File: src/rtl/dma_sched_pkg.sv
package dma_sched_pkg;
  localparam int CFG_W    = 32;
  localparam int B_EN     = 0;
  localparam int B_HALT   = 18;
  localparam int SRC_LO   = 1;
  localparam int DST_LO   = 6;
  localparam int PACE_LO  = 11;
  localparam int PID_W    = 5;
  localparam int PACE_W   = 3;

  typedef enum logic [PACE_W-1:0] {
    PACE_FREE = 3'd0,
    PACE_DST  = 3'd1,
    PACE_SRC  = 3'd2,
    PACE_BOTH = 3'd3
  } pace_e;
endpackage

File: src/rtl/dma_chan_elig.sv
module dma_chan_elig
  import dma_sched_pkg::*;
#(
  parameter int CNT_W = 12,
  parameter int REQ_N = 32
) (
  input  logic [CFG_W-1:0] cfg,
  input  logic [CNT_W-1:0] cnt,
  input  logic [REQ_N-1:0] req,
  output logic             elig,
  output logic             bad_pace
);
  logic              cand;
  logic [PACE_W-1:0] pace;
  logic [PID_W-1:0]  src_id, dst_id;
  logic              src_rq, dst_rq, pace_ok;

  assign cand   = cfg[B_EN] && !cfg[B_HALT];
  assign pace   = cfg[PACE_LO +: PACE_W];
  assign src_id = cfg[SRC_LO +: PID_W];
  assign dst_id = cfg[DST_LO +: PID_W];
  assign src_rq = req[src_id];
  assign dst_rq = req[dst_id];

  always_comb begin
    case (pace)
      PACE_FREE: pace_ok = 1'b1;
      PACE_DST:  pace_ok = dst_rq;
      PACE_SRC:  pace_ok = src_rq;
      PACE_BOTH: pace_ok = src_rq && dst_rq;
      default:   pace_ok = 1'b0;
    endcase
  end

  assign bad_pace = cand && pace[PACE_W-1];
  assign elig     = cand && pace_ok && (cnt != '0);
endmodule

File: src/rtl/dma_rot_pick.sv
module dma_rot_pick #(
  parameter int NCH = 8,
  localparam int IW = (NCH > 1) ? $clog2(NCH) : 1
) (
  input  logic [NCH-1:0] elig,
  input  logic [IW-1:0]  start,
  output logic           any,
  output logic [IW-1:0]  idx,
  output logic [NCH-1:0] oh
);
  always_comb begin
    any = 1'b0;
    idx = start;
    for (int k = 0; k < NCH; k++) begin
      logic [IW:0] p;
      p = {1'b0, start} + (IW+1)'(k);
      if (p >= (IW+1)'(NCH)) p = p - (IW+1)'(NCH);
      if (!any && elig[p[IW-1:0]]) begin
        any = 1'b1;
        idx = p[IW-1:0];
      end
    end
    oh = any ? (NCH'(1) << idx) : '0;
  end
endmodule

File: src/rtl/dma_grant_sched.sv
module dma_grant_sched
  import dma_sched_pkg::*;
#(
  parameter int NCH   = 8,
  parameter int CNT_W = 12,
  parameter int REQ_N = 32
) (
  input  logic                 clk,
  input  logic                 rst,
  input  logic                 glb_en,
  input  logic [NCH*CFG_W-1:0] chan_cfg,
  input  logic [NCH*CNT_W-1:0] chan_cnt,
  input  logic [REQ_N-1:0]     req_single,
  input  logic [REQ_N-1:0]     req_burst,
  input  logic                 xfer_done,
  output logic                 grant_vld,
  output logic [NCH-1:0]       grant_oh,
  output logic [NCH-1:0]       unsup_flag
);
  localparam int IW = (NCH > 1) ? $clog2(NCH) : 1;

  logic [REQ_N-1:0] req_any;
  logic [NCH-1:0]   elig_vec, bad_vec;
  logic             pick_any;
  logic [IW-1:0]    pick_idx, cur_q;
  logic [NCH-1:0]   pick_oh;

  assign req_any = req_single | req_burst;

  for (genvar c = 0; c < NCH; c++) begin : g_ch
    dma_chan_elig #(.CNT_W(CNT_W), .REQ_N(REQ_N)) i_elig (
      .cfg      (chan_cfg[c*CFG_W +: CFG_W]),
      .cnt      (chan_cnt[c*CNT_W +: CNT_W]),
      .req      (req_any),
      .elig     (elig_vec[c]),
      .bad_pace (bad_vec[c])
    );
  end

  dma_rot_pick #(.NCH(NCH)) i_pick (
    .elig  (elig_vec),
    .start (cur_q),
    .any   (pick_any),
    .idx   (pick_idx),
    .oh    (pick_oh)
  );

  always_ff @(posedge clk) begin
    if (rst) begin
      grant_vld  <= 1'b0;
      grant_oh   <= '0;
      cur_q      <= '0;
      unsup_flag <= '0;
    end else begin
      if (glb_en) unsup_flag <= unsup_flag | bad_vec;
      if (grant_vld) begin
        if (xfer_done) begin
          grant_vld <= 1'b0;
          grant_oh  <= '0;
        end
      end else if (glb_en && pick_any) begin
        grant_vld <= 1'b1;
        grant_oh  <= pick_oh;
        cur_q     <= pick_idx;
      end
    end
  end

  AST_GRANT_ONEHOT: assert property (@(posedge clk) disable iff (rst)
    grant_vld |-> $countones(grant_oh) == 1);
  AST_IDLE_ZERO: assert property (@(posedge clk) disable iff (rst)
    !grant_vld |-> grant_oh == '0);
  AST_GRANT_HOLD: assert property (@(posedge clk) disable iff (rst)
    (grant_vld && !xfer_done) |=> (grant_vld && $stable(grant_oh)));
  AST_DONE_GAP: assert property (@(posedge clk) disable iff (rst)
    (grant_vld && xfer_done) |=> !grant_vld);
  AST_GLOBAL_OFF: assert property (@(posedge clk) disable iff (rst)
    (!glb_en && !grant_vld) |=> !grant_vld);
  AST_GRANT_ELIG: assert property (@(posedge clk) disable iff (rst)
    $rose(grant_vld) |-> (($past(elig_vec) & grant_oh) != '0));
  AST_FLAG_STICKY: assert property (@(posedge clk) disable iff (rst)
    (unsup_flag & $past(unsup_flag)) == $past(unsup_flag));
  AST_NO_BAD_GRANT: assert property (@(posedge clk) disable iff (rst)
    $rose(grant_vld) |-> (($past(bad_vec) & grant_oh) == '0));
endmodule

File: config.mk
export PLATFORM = sky130hd
export DESIGN_NAME = dma_grant_sched
export DESIGN_NICKNAME = d
export VERILOG_FILES = /design/src/rtl/dma_sched_pkg.sv /design/src/rtl/dma_chan_elig.sv /design/src/rtl/dma_rot_pick.sv /design/src/rtl/dma_grant_sched.sv
export SDC_FILE = /design/constraint.sdc
export NUM_CORES = 1
export LEC_CHECK = 0
export BUFFER_PORTS_ARGS = -buffer_cell sky130_fd_sc_hd__buf_2
export CAP_MARGIN = 20
export CORE_AREA = 2 2 171 173
export CTS_BUF_LIST = sky130_fd_sc_hd__clkbuf_8 sky130_fd_sc_hd__clkbuf_16
export DETAILED_ROUTE_END_ITERATION = 8
export DIE_AREA = 0 0 173 175
export GPL_ROUTABILITY_DRIVEN = 0
export GPL_TIMING_DRIVEN = 0
export PLACE_DENSITY_LB_ADDON = 0.08
export SYNTH_ARGS = -nofsm -noshare
export SYNTH_HDL_FRONTEND = slang
export SYNTH_SLANG_ARGS = --single-unit
File: constraint.sdc
create_clock -name clk -period 5.1 [get_ports clk]
set_input_delay 1.275 -clock clk [delete_from_list [all_inputs] [get_ports clk]]
set_output_delay 1.275 -clock clk [all_outputs]
set_load 0.005 [all_outputs]
==> key figures, run 1 <==
Finish
  – # diodes: 0
  – FF+latch area: around 400 sq um
  – Nets@finish: 1809
  – Post-route cell area: around 11000 sq um
  – Area growth, synth to finish: 33.70%
  – Fin util: between 30% and 40%
  – Fill cells: around 3200
  – Area of the multi-input gates: 7333 sq um
  – Share of cells above drive strength 1: between 30 and 40%
  – Non-Filler Instances: 1770

Timing
  – Rel. slew slack: between 20% and 30%
  – Max frequency: roughly 200 MHz
  – Hold slack: roughly 460 ps
  – Clock skew: about 1.8 ps
  – Final Slew Violations: 0
  – Worst slew pin tran: ~1100 ps
  – Hold Violations, Final: 0
  – Crit share post-route: a little over nine tenths
  – RSZ-0062 raised after global routing: true
  – Post-route minimum period: about 5000 ps
  – Finish-stage setup viols: 0

Power and ir drop
  – Leak: around 0.0040 uW
  – P per Cell Area: ~210 nW/um^2
  – Cell Int Power: roughly 1100 uW
  – Clock power frac: 9.9%
  – Combinational share of power: between 80% and 90%
  – Switching Share: roughly 53%
  – NetSw: around 1200 uW
  – Worst VDD drop: about 0.00018 V
  – Seq pwr share: under 10%

Setup path
  – CP endpoint kind: register
  – WS Path Type: in2reg
  – Reg-to-reg startpoint: cur_q[1]$_SDFFE_PP0P_
  – Worst path max stage delay: 620 ps
  – Critical Path, Cell by Cell: buf_8 > nor2_4 > mux4_2 > a22o_1 > or4_1 > a2111o_2 > mux4_2 > nand2b_4 > nand2b_4 > a22o_4 > a311oi_4 > mux2i_2 > a32o_1
  – Worst R2R End: grant_oh[3]$_SDFFE_PP0P_
  – Reg2Reg Depth: 12
  – Worst path arrival time: between 5000 and 6000 ps
  – Family with the most delay on the worst path: compound AO/OA/AOI/OAI gates
  – Worst Path Buf+Inv: 1
  – Maximum net fanout on the critical path: 9
  – Critical-path top delay cell: a2111o_2
  – Flop2flop setup slack: between 900 and 1000 ps
  – Worst setup SP type: input pin
  – Worst EP required: approximately 5300 ps

Placed design
  – PortBufs: around 260
  – DP Area: just under 10000 sq um
  – Placed insts: 1740
  – Detailed Place HPWL: 38410 microns

Floorplanning
  – Initial core utilization: 28.23%
  – Die width: around 170 microns
  – Core box area: between 20000 and 30000 sq um
  – Placement Rows: slightly above 60
  – Die Y: approximately 180 microns
  – DIE AREA: around 30000 sq um
  – # IOs: roughly 440

Synth
  – Seq cells post-synth: 20
  – Top FF cell, synth: dfxtp_1
  – Mapped cell area: approximately 8000 sq um
  – Synth Net Count: between 1500 and 2000
  – Ys async rst share: 0%
  – Count leader, synth: nor3_1
  – Synth Instances: ~1100
  – Synth top area cells: mux4_2, nor3_1, dfxtp_1
  – Area leader, netlist: mux4_2
  – Distinct cells, synth: 85
  – Post-synthesis sequential area ratio: 4.995%
  – Top cell type's share of synthesized area: between 10% and 20%
  – Syn. warnings: 0
  – Post-synth EDFFs: 0
  – Synth Area per Inst: around 7.3 sq um
  – Commonest cells post-synth: nor3_1, clkbuf_1, nor2_1, nand2_1, a21oi_1

Worst hold path
  – Worst Hold Launch: grant_oh[2]$_SDFFE_PP0P_
  – Hold path cells: 2
  – Hold/Removal Path Class: reg2reg
  – End of the worst hold path: grant_oh[2]$_SDFFE_PP0P_

Clocking
  – CTS tree: done
  – Clk buf depth: 2
  – Clk sink count: 20
  – Total CTS buffers: 3
  – Clk_lat worst skew: around 260 ps
  – Worst-path clk slew: approximately 60 ps
  – Clock Tree Root: clkbuf_16
  – H-tree levels: 1
  – Hold buffer count at CTS: 0

Detailed routing
  – Starting DRC count in detailed routing: approximately 1300
  – First-pass detailed-route iteration total: 7
  – Routed wire length per instance: around 29 microns
  – DRC: 0
  – Vias: approximately 12000
  – Routed wire length: between 50000 and 60000 microns
  – Vias per std cell: 6.666
  – Post-route ant nets: 0

Global routing
  – Initial antenna violation count: 0
  – Tot GR Track Use: around a third
  – Grt ovf: 0
  – Largest net degree at the start of global routing: 13
  – First-pass GRT wire length: 72370 microns
  – Vias in the first global route: between 10000 and 15000

Flow run
  – Max-Cap Viols: 0

Status
  – Outcome: finished clean
-- cell type report --
type	instances	area share, %
Buffer	95	4.810
Clock buffer	3	0.7005
Clock inverter	1	0.2802
Inverter	54	2.008
Multi-Input combinational cell	921	68.43
Sequential cell	20	3.736
Tap cell	384	4.483
Timing Repair Buffer	292	15.55
-- timing repair --
item / 4_1_cts / 5_1_grt
setup endpoints to repair: 12 / 11
pin swaps: 11 / 12
gates resized for setup: 69 / 138
gates cloned: 0 / 0
setup buffers: 13 / 21
-- power by group through the flow --
stage                     clock network, uW  registers (uW)  logic [uW]
after CTS                               227             210        1680
after detailed placement                  0             212        1560
after global placement                    0             212        1570
final                                   222             211        1810
after floorplan                           0             209        1020
after global routing                    235             215        1920
-- tightest hold or removal path: cells and delay by family (launching register included) --
kind               cells  cell delay, ps
and+or+nand+nor        1              50
AOI/OAI and AO/OA      1              50
DFF                    1             330
-- routing by layer --
metal  GRT usage (%)  vias to the layer above  wire length [microns]  part of all wire [%]
met3           6.854                      192                   5485                    11
met5               0                        -                      0                     0
li1                -                     5053                      -                     -
met4           16.77                        0                   3311                   6.5
met1           41.72                     5655                  20200                    40
met2           49.03                      898                  21670                    43
-- sequential cells by signal, indices dropped and copies added (netlist names) --
register	cells
grant_vld	1
unsup_flag	8
cur_q	3
grant_oh	8
-- metrics by stage --
stage	power (uW)	TNS, ps	setup slack (ps)
3_3_place_gp	1785	-16960	-1495
3_5_place_dp	1773	-15680	-1385
2_1_floorplan	1224	0	220.9
5_1_grt	2374	-175.4	-40.25
6_report	2240	0	56.93
4_1_cts	2114	0	1.967
-- worst max-delay path by stage --
stage / slack (ps) / depth (start not counted) / from / end
after floorplan: 220 / 13 / chan_cfg[104] / grant_oh[5]$_SDFFE_PP0P_
after global placement: -1490 / 15 / req_burst[4] / grant_oh[3]$_SDFFE_PP0P_
after detailed placement: -1380 / 16 / req_burst[4] / grant_oh[2]$_SDFFE_PP0P_
after CTS: 2 / 13 / req_single[18] / grant_oh[3]$_SDFFE_PP0P_
after global routing: -40 / 13 / req_single[27] / grant_oh[3]$_SDFFE_PP0P_
final: 60 / 13 / req_single[24] / grant_oh[3]$_SDFFE_PP0P_
-- kinds of logic after synthesis --
family	Yosys count	share of synthesized area, %
compound gates	330	30.41
xor+xnor	6	0.6558
fa+ha+maj	2	0.3122
buf+inv	157	7.587
flops	20	4.995
mux	79	20.29
simple gates	504	35.75
-- placed cells by master, fill, tap and decap left out, types with 24 or more instances in the layout --
cell         n
nand2_1     64
a21oi_1     54
clkbuf_2    24
nor3b_1     26
clkbuf_1    52
mux4_2      55
nor3_1      89
nor2_1      58
buf_2      248
o21ai_0     43
buf_4       35
nor4_1      40
a2111oi_0   26
nand3_1     30
inv_1       52
Power figures use the tool's default switching activity.
==> inputs of run 2 (changes only) <==
CTS_CLUSTER_DIAMETER = 150   (was not set)
SETUP_SLACK_MARGIN = 0.15   (was not set)
==> key figures, run 2 (synthesized netlist as in run 1, its figures left out) <==
Timing
  – Setup TNS: 0 ps
  – Crit share post-route: about 100%
  – Final Slew Violations: 0
  – Worst slew pin tran: between 800 and 900 ps
  – Post-route minimum period: 5064 ps
  – RSZ-0062 raised after global routing: true
  – Rel. slew slack: 44.00%
  – Hold Violations, Final: 0
  – Finish-stage setup viols: 0
  – Clock skew: between 1 and 1.5 ps
  – Max frequency: slightly below 200 MHz

Detailed routing
  – Starting DRC count in detailed routing: 1443
  – DRC: 0
  – Vias per std cell: 6.610
  – Post-route ant nets: 0
  – Routed wire length per instance: 28.52 microns
  – Vias: between 10000 and 15000
  – Routed wire length: just over 50000 microns
  – First-pass detailed-route iteration total: 5

Clocking
  – Clock Tree Root: clkbuf_16
  – H-tree levels: 1
  – Clk_lat worst skew: around 260 ps
  – Total CTS buffers: 3
  – Clk sink count: 20
  – Worst-path clk slew: 60 ps
  – CTS tree: done
  – Clk buf depth: 2

Setup path
  – Reg-to-reg startpoint: cur_q[1]$_SDFFE_PP0P_
  – Critical path origin: req_single[27]
  – Worst path arrival time: about 5200 ps
  – Maximum net fanout on the critical path: 8
  – WS Path Type: in2reg
  – Worst EP required: about 5200 ps
  – Worst setup SP type: input pin
  – CP endpoint kind: register

Floorplanning
  – Die Y: ~180 microns
  – DIE AREA: slightly above 30000 sq um
  – Core box area: 28390 sq um
  – # IOs: 437
  – Placement Rows: a little over 60
  – Die width: 173 microns
  – Initial core utilization: between 20% and 30%

Global routing
  – Tot GR Track Use: a little under a third
  – Vias in the first global route: roughly 11000
  – First-pass GRT wire length: around 73000 microns
  – Grt ovf: 0
  – Initial antenna violation count: 0
  – Largest net degree at the start of global routing: 13

Worst hold path
  – Worst Hold Launch: grant_oh[4]$_SDFFE_PP0P_
  – Hold/Removal Path Class: reg2reg

Power and ir drop
  – Seq pwr share: under 10%
  – Final Power: 2424 uW
  – P per Cell Area: approximately 220 nW/um^2
  – NetSw: 1274 uW
  – Worst VDD drop: between 0.00015 and 0.0002 V
  – Switching Share: a little over half
  – Combinational share of power: 82.1%
  – Clock power frac: 9.2%
  – Leak: between 0.004 and 0.005 uW
  – Cell Int Power: between 1000 and 1500 uW

Finish
  – # diodes: 0
  – Share of cells above drive strength 1: between 30% and 40%
  – Area growth, synth to finish: 37.26%
  – Fill cells: roughly 3100
  – Commonest non-fill, non-tap cells in the layout: buf_2, nor3_1, nand2_1, mux4_2, nor2_1
  – Nets@finish: 1824
  – Fin util: just under 40%
  – Largest registers: grant_oh x8, unsup_flag x8, cur_q x3
  – Non-Filler Instances: between 1500 and 2000
  – Commonest non-fill, non-tap cell in the layout: buf_2

Placed design
  – Detailed Place HPWL: 38410 microns
  – Placed insts: between 1500 and 2000
  – PortBufs: approximately 260

Status
  – Outcome: finished clean

Flow run
  – Max-Cap Viols: 0
-- run 2: changes by cell type in the layout (fill, tap and decap cells not counted), sizes merged --
cell,change
clkbuf,-3
buf,+18
-- run 2: stage by stage --
stage / hold WS [ps] / setup slack, ps / area, sq um
finish: 451.0 / 36.09 / 11000
global route: 478.2 / -46.24 / 11000
CTS: 463.6 / 152.3 / 10380
detailed placement: 450.2 / -1385 / 9787
global placement: 439.9 / -1495 / 9787
floorplan: 448.7 / 220.9 / 8015
-- run 2: power by group through the flow --
stage	Clock [uW]	Combinational, uW	Sequential [uW]
final	223	1990	211
after CTS	227	1730	211
after global routing	235	2110	215
after floorplan	0	1020	209
after global placement	0	1570	212
after detailed placement	0	1560	212
-- run 2: timing repair --
item	CTS	global route
cloned	0	0
hold buffers	0	0
resized for setup	124	131
buffers inserted	16	31
pin swaps	12	21
endpoints found under the setup margin	12	11
endpoints found under the hold margin	0	0
-- run 2: final cells by class --
| cell class | instances | area [sq um] | share of cell area (%) |
|---|---|---|---|
| Sequential cell | 20 | 400.4 | 3.639 |
| Buffer | 97 | 546.8 | 4.970 |
| Clock buffer | 3 | 75.07 | 0.6824 |
| Tap cell | 384 | 480.5 | 4.367 |
| Clock inverter | 1 | 30.03 | 0.2729 |
| Timing Repair Buffer | 305 | 1778 | 16.16 |
| Inverter | 54 | 215.2 | 1.956 |
| Multi-Input combinational cell | 921 | 7476 | 67.95 |
-- run 2: worst max-delay path: stages --
cell      delay, ps
buf_2           160
or2_4           260
mux4_2          310
nor4b_2          60
or4_1           510
a2111o_2        610
mux4_2          540
nand2b_4        160
nand2b_4        130
a22o_4          230
a311oi_4        370
buf_4           180
and2b_2         220
xnor2_2         120
nor2_1           50
-- run 2: path summary, 6_finish.rpt --
path                                   end  slack, ps  cells after the start
setup reg to reg     cur_q[0]$_SDFFE_PP0P_        850                     14
hold reg to reg   grant_oh[4]$_SDFFE_PP0P_        450                      2
setup / recovery     cur_q[0]$_SDFFE_PP0P_         40                     15
hold / removal    grant_oh[4]$_SDFFE_PP0P_        450                      2
-- run 2: layer usage --
layer  vias up  GRT usage, %  share of wire, %
li1       5081             -                 -
met1      5624         41.44                39
met2       888         49.28                43
met3       205         7.202                11
met4         0         16.91               6.7
met5         -             0                 0
